===== src/rtl/addsel_alu_pkg.sv =====
// Shared types for the adder-based ALU.
// Assumes the select code is 4 bits wide. The bit positions are fixed,
// because each bit drives its own part of the datapath.
package addsel_alu_pkg;

    localparam int SEL_W = 4;

    // Operation select, viewed field by field.
    typedef struct packed {
        logic unit_logic;   // 1 selects the logic half
        logic m_inv;        // feed ~Y into the adder's conditioned input
        logic m_pass;       // feed Y into the adder's conditioned input
        logic cin;          // adder carry-in
    } sel_t;

    // Logic-half operations, taken from the two low select bits.
    typedef enum logic [1:0] {
        LOP_AND  = 2'b00,
        LOP_OR   = 2'b01,
        LOP_XOR  = 2'b10,
        LOP_NOTX = 2'b11
    } lop_t;

endpackage


===== src/rtl/addsel_alu_mopnd.sv =====
// Conditioned adder operand.
// Each bit of the output is (inv & ~y) | (pass & y). Together the two
// controls give zero, Y, ~Y or all-ones.
// Assumes nothing about the operand width beyond N >= 1.
module addsel_alu_mopnd #(
    parameter int N = 4
) (
    input  logic [N-1:0] y_in,
    input  logic         m_inv,
    input  logic         m_pass,
    output logic [N-1:0] m_out
);

    for (genvar b = 0; b < N; b++) begin : g_bit
        // Per-bit gate form of the four-way operand choice.
        always_comb m_out[b] = (m_inv & ~y_in[b]) | (m_pass & y_in[b]);
    end

endmodule


===== src/rtl/addsel_alu_adder.sv =====
// Unsigned N-bit ripple adder, sum = a + b + cin.
// It gives the carry out of the top bit for the carry output.
// Assumes N >= 1. Its depth is N full-adder stages.
module addsel_alu_adder #(
    parameter int N = 4
) (
    input  logic [N-1:0] a_in,
    input  logic [N-1:0] b_in,
    input  logic         cin,
    output logic [N-1:0] sum,
    output logic         cout
);

    logic [N:0] c;

    // The carry chain starts at the external carry-in.
    always_comb c[0] = cin;

    for (genvar b = 0; b < N; b++) begin : g_fa
        // One full-adder stage: sum bit and ripple carry.
        always_comb begin
            sum[b]   = a_in[b] ^ b_in[b] ^ c[b];
            c[b + 1] = (a_in[b] & b_in[b]) | (c[b] & (a_in[b] ^ b_in[b]));
        end
    end

    // Carry leaving the most significant stage.
    always_comb cout = c[N];

endmodule


===== src/rtl/addsel_alu_lunit.sv =====
// Bitwise logic half: AND, OR, XOR, or NOT of X, chosen by a 2-bit code.
// Assumes the caller passes only the two low select bits.
module addsel_alu_lunit
    import addsel_alu_pkg::*;
#(
    parameter int N = 4
) (
    input  logic [N-1:0] x_in,
    input  logic [N-1:0] y_in,
    input  lop_t         lop,
    output logic [N-1:0] l_out
);

    for (genvar b = 0; b < N; b++) begin : g_bit
        // Per-bit four-way choice of the primitive operation.
        always_comb begin
            unique case (lop)
                LOP_AND:  l_out[b] = x_in[b] & y_in[b];
                LOP_OR:   l_out[b] = x_in[b] | y_in[b];
                LOP_XOR:  l_out[b] = x_in[b] ^ y_in[b];
                default:  l_out[b] = ~x_in[b];
            endcase
        end
    end

endmodule


===== src/rtl/addsel_alu.sv =====
// Top level of the adder-based ALU.
// Both halves evaluate at all times, and select bit 3 picks which one
// drives the result. Carry and overflow are held at 0 for logic codes.
// The block is purely combinational: it has no clock, no reset and no state.
module addsel_alu
    import addsel_alu_pkg::*;
#(
    parameter int N = 4
) (
    input  logic [N-1:0]     opd_x,
    input  logic [N-1:0]     opd_y,
    input  logic [SEL_W-1:0] op_sel,
    output logic [N-1:0]     result,
    output logic             carry_out,
    output logic             ovf
);

    localparam int MSB = N - 1;

    sel_t         sel;
    logic [N-1:0] m_opnd;
    logic [N-1:0] a_sum;
    logic         a_cout;
    logic [N-1:0] l_res;
    lop_t         lop;

    // Split the select code into its control fields.
    always_comb begin
        sel = sel_t'(op_sel);
        lop = lop_t'(op_sel[1:0]);
    end

    addsel_alu_mopnd #(.N(N)) u_mopnd (
        .y_in   (opd_y),
        .m_inv  (sel.m_inv),
        .m_pass (sel.m_pass),
        .m_out  (m_opnd)
    );

    addsel_alu_adder #(.N(N)) u_adder (
        .a_in (m_opnd),
        .b_in (opd_x),
        .cin  (sel.cin),
        .sum  (a_sum),
        .cout (a_cout)
    );

    addsel_alu_lunit #(.N(N)) u_lunit (
        .x_in  (opd_x),
        .y_in  (opd_y),
        .lop   (lop),
        .l_out (l_res)
    );

    // Output multiplexer, plus the flags gated to arithmetic codes.
    always_comb begin
        if (sel.unit_logic) begin
            result    = l_res;
            carry_out = 1'b0;
            ovf       = 1'b0;
        end else begin
            result    = a_sum;
            carry_out = a_cout;
            ovf       = (m_opnd[MSB] == opd_x[MSB]) && (a_sum[MSB] != opd_x[MSB]);
        end
    end

endmodule


===== config.mk =====
export PLATFORM = sky130hd
export DESIGN_NAME = addsel_alu
export DESIGN_NICKNAME = d
export VERILOG_FILES = /design/src/rtl/addsel_alu_pkg.sv /design/src/rtl/addsel_alu_mopnd.sv /design/src/rtl/addsel_alu_adder.sv /design/src/rtl/addsel_alu_lunit.sv /design/src/rtl/addsel_alu.sv
export SDC_FILE = /design/constraint.sdc
export NUM_CORES = 1
export LEC_CHECK = 0
export ABC_AREA = 1
export CORE_AREA = 2 2 39 41
export DETAILED_ROUTE_END_ITERATION = 10
export DIE_AREA = 0 0 41 43
export GPL_TIMING_DRIVEN = 1
export PLACE_DENSITY = 0.7
export SETUP_SLACK_MARGIN = 0.4
export SLEW_MARGIN = 40
export SYNTH_ARGS = -nofsm -noshare
export SYNTH_HDL_FRONTEND = slang
export SYNTH_SLANG_ARGS = --single-unit

===== constraint.sdc =====
create_clock -name vclk -period 6
set_input_delay 0.9 -clock vclk [all_inputs]
set_output_delay 0.9 -clock vclk [all_outputs]
set_load 0.02 [all_outputs]

# Word-level counts from Yosys, hierarchy flattened
# Index checks and enable logic that the tools add are counted.
op_classes:
  bitwise_logic: 52
  n_mux: 7
  n_reduce_logical: 2
  eq_ne: 4
ops:
  columns: ["cell", "n"]
  rows:
  - ["$and 1x1->1", 20]
  - ["$or 1x1->1", 12]
  - ["$pmux 1 s3", 4]
  - ["$xor 1x1->1", 12]
  - ["$not 1->1", 8]
  - ["$mux 4", 1]
  - ["$eq 2x1->1 const B", 1]
  - ["$eq 2x2->1 const B", 1]
  - ["$logic_not 2->1", 1]
  - ["$mux 1", 2]
  - ["$eq 1x1->1", 1]
  - ["$logic_and 1x1->1", 1]
  - ["$ne 1x1->1", 1]
word_totals:
  out_inout_bits: 6
  inputBits: 12
  register_bits: 0
  wordCells: 65

# Longest topological paths before layout
depth:
  ltp_word: 14
  ltp_mapped: 11
  depth_no_buf: 10

# Hierarchy
# A second synthesis with hierarchy kept.
unflattened:
  cells_unflattened: 93
  hier_area_um2: 553.0
by_module_without_submodules:
  columns: ["mod", "area_each_um2", "cells_each", "instances", "seq_area_each_um2"]
  rows:
  - ["addsel_alu_lunit", 290.3, 41, 1, 0.0]
  - ["addsel_alu_adder", 117.6, 14, 1, 0.0]
  - ["addsel_alu", 85.1, 22, 1, 0.0]
  - ["addsel_alu_mopnd", 60.1, 16, 1, 0.0]

# Worst setup path before layout
# Ideal clock, no wire load.
synth_path:
  kind: "input-to-output"
  start: "input port op_sel[1]"
  end: "output port ovf"
  setup_slack_ns: 1.935
  required_time_ns: 5.100
  arrival_ns: 3.165
  cell_stages: 11
  path_cell_list: "buf_6 nand2_1 o21ai_1 fa_1 inv_1 fa_1 inv_1 fa_1 fa_1 xnor2_1 nor3_1"
synth_via:
  elab_chain_cells: 13
  word_cells_on_any_way: 26
  cone_classes: "2 x eq/ne; 1 x mux; 22 x bitwise; 1 x reduce/logical"
synth_lines:
  columns: ["element", "line", "rtl"]
  rows:
  - ["start, declared", "addsel_alu.sv:12", "input logic [SEL_W-1:0] op_sel,"]
  - ["$and 1x1->1", "addsel_alu_mopnd.sv:16", "always_comb m_out[b] = (m_inv & ~y_in[b]) | (m_pass & y_in[b]);"]
  - ["$or 1x1->1", "addsel_alu_mopnd.sv:16", null]
  - ["$xor 1x1->1", "addsel_alu_adder.sv:23", "c[b + 1] = (a_in[b] & b_in[b]) | (c[b] & (a_in[b] ^ b_in[b]));"]
  - ["$and 1x1->1", "addsel_alu_adder.sv:23", null]
  - ["$or 1x1->1", "addsel_alu_adder.sv:23", null]
  - ["$and 1x1->1", "addsel_alu_adder.sv:23", null]
  - ["$or 1x1->1", "addsel_alu_adder.sv:23", null]
  - ["$and 1x1->1", "addsel_alu_adder.sv:23", null]
  - ["$or 1x1->1", "addsel_alu_adder.sv:23", null]
  - ["$xor 1x1->1", "addsel_alu_adder.sv:22", "sum[b] = a_in[b] ^ b_in[b] ^ c[b];"]
  - ["$ne 1x1->1", "addsel_alu.sv:64", "ovf = (m_opnd[MSB] == opd_x[MSB]) && (a_sum[MSB] != opd_x[MSB]);"]
  - ["$logic_and 1x1->1 *", "addsel_alu.sv:64", null]
  - ["$mux 1 *", "addsel_alu.sv:57", "if (sel.unit_logic) begin"]
  - ["end, declared", "addsel_alu.sv:15", "output logic ovf"]
# Mark *: on every way between the ends. The rest lies on a longest branch, timed or not.

# Worst setup path in the final report
# Ends and elaborated chain as after synthesis.

==> metrics.csv <==
stage,metric,value,unit
run_status,outcome,finished clean,
clock_tree,post-CTS setup buffers,0,
layout,Finished Cell Area,692,µm²
layout,Seq Cell Count,0,
placed_design,DP HPWL,916,µm
timing,count of final setup violators,0,
grt,largest net degree at the start of global routing,13,
grt,GRT overflow,0,
drt,WL final,1030,µm
layout,n_diodes,0,
placed_design,Port Buffers,18,
power_and_ir_drop,Peak VDD IR,51.4,µV
floorplan,Cell Rows,14,
timing,Slew HR,74.9,%
synthesis,Yosys warning count,0,
floorplan,core area,1380,µm²
placed_design,GPL Wtd Cong,0.809,
critical_path,Crit Path Class,in2out,
critical_path,CP max stage cell,clkdlybuf4s50_1,
timing,final hold slack,3050,ps
floorplan,Initial Utilization,36.6,%
synthesis,Avg Synthesized Cell Area,6.26,µm²
layout,filler cell count,145,
placed_design,dpl cell area,692,µm²
placed_design,Placed Cells,114,
critical_path,worst-path cell chain,clkdlybuf4s50_1 -> buf_4 -> nand2_1 -> o21ai_1 -> fa_1 -> inv_1 -> fa_1 -> inv_1 -> fa_1 -> fa_1 -> xnor2_1 -> nor3_1 -> clkdlybuf4s50_1,
grt,initial antenna violation count,0,
critical_path,CP Capture Type,output port,
layout,FF+latch area,0,µm²
layout,share of layout cells above drive strength 1,9.18,%
critical_path,Critical Path Most Common Cell,fa_1,
hold_path,hold crit path type,in2out,
drt,# DRC,0,
clock_tree,PostCTS Resize Cnt,0,
floorplan,Ports,18,
layout,clock buffers,0,
critical_path,highest cell delay on the worst timing path,630,ps
layout,Area Overhead vs Synth,36.5,%
timing,f_max,203,MHz
drt,Starting DRT DRC Count,3,
critical_path,CP bufs+invs,5,
timing,Worst Tran Pin Value,375,ps
layout,Final Util,50.0,%
drt,drt first pass iters,2,
critical_path,required time worst endpoint,5100,ps
drt,Vias/cell,4.37,
synthesis,post-synthesis cell area,507,µm²
critical_path,type of origin of the critical path,input pin,
power_and_ir_drop,power density cells,90.3,nW/µm²
synthesis,post-synthesis sequential area ratio,0,%
critical_path,"CP delay by family, top",adder cells,
drt,Routed Antenna Nets,0,
timing,fin crit share,81.9,%
clock_tree,Hold Buf Count CTS,0,
timing,Slew Limit Fails,0,
timing,Period minus WS final,4920,ps
drt,Vias,498,
synthesis,Synth cell types,16,
synthesis,syn nets,106,
critical_path,worst-path fanout max,12,
grt,Total Routing Usage GR,13.5,%
run,maxcap violations,0,
layout,"commonest non-fill, non-tap cell in the layout",nand2_1,
timing,RSZ-0062 raised after global routing,false,
timing,final hold vios,0,
synthesis,post-synthesis cell count,81,
power_and_ir_drop,P_leak,0.366,nW
layout,"commonest non-fill, non-tap cells in the layout","nand2_1 (19), clkdlybuf4s50_1 (18), inv_1 (16)",
critical_path,worst path arrival time,4020,ps
timing,setup TNS,0,ps
floorplan,chip width,41,µm
drt,Routed WL per cell,9.02,µm
grt,first-pass GRT wire length,1750,µm
floorplan,Die ar.,1760,µm²
layout,Layout Nets,125,
floorplan,chip height,43,µm
layout,final std cells w/o fill,114,
grt,vias in the first global route,446,
layout,multi-input logic area,405,µm²
## per-stage QoR
| stage | setup WS (ps) | total power (W) |
|---|---|---|
| detailed placement | 1080 | 0.0000632 |
| CTS | 1060 | 0.0000634 |
| global route | 901 | 0.0000697 |
| floorplan | 1940 | 0.0000363 |
| finish | 1080 | 0.0000625 |
| global placement | 1120 | 0.0000625 |
## cells in the mapped netlist, drive strengths merged
master	n	area share [%]
buf	2	4.4
nand2	20	15
o21ai	12	12
or2	1	1.2
fa	4	16
nand3	6	5.9
nor3	1	0.99
xnor2	1	1.7
nand3b	2	3.0
ha	9	22
inv	21	16
nor2	2	2.0
## kinds of logic (layout without fill, tap and decap cells)
family | Yosys count | count (layout) | share of synthesized area [%]
AO/OA/AOI/OAI | 12 | 12 | 11.9
XOR/XNOR | 1 | 1 | 1.73
adder cells (fa/ha/maj) | 13 | 13 | 38.0
buffers and inverters | 23 | 40 | 20.0
AND/OR/NAND/NOR | 32 | 32 | 28.4
## metal layers
| layer | GRT usage [%] | up-vias | part of all wire (%) |
|---|---|---|---|
| met3 | 0 | 0 | 4.1 |
| met1 | 18.6 | 207 | 47 |
| met5 | 0 | - | 0 |
| met4 | 0 | 0 | 0 |
| met2 | 24.1 | 9 | 48 |
| li1 | - | 282 | - |
## where the power goes
| part | internal (W) | switching (W) | total [W] | leakage, nW |
|---|---|---|---|---|
| Clock | 0 | 0 | 0 | 0 |
| Sequential | 0 | 0 | 0 | 0 |
| Combinational | 0.0000305 | 0.0000320 | 0.0000625 | 0.366 |
## worst min-delay path, delay by kind of cell
| family | cells | cell delay, ps |
|---|---|---|
| buffers and inverters | 2 | 1150 |
| and+or+nand+nor | 1 | 90 |
## final timing paths
path	start	end	slack (ps)	cells after the start
max	op_sel[1]	ovf	1080	13
min	op_sel[3]	carry_out	3050	3
## final cells by class
| cell class | count | area share (%) |
|---|---|---|
| Tap cell | 16 | 2.89 |
| Multi-Input combinational cell | 58 | 58.6 |
| Inverter | 21 | 11.4 |
| Timing Repair Buffer | 19 | 27.1 |
(Power assumes the default switching activity.)
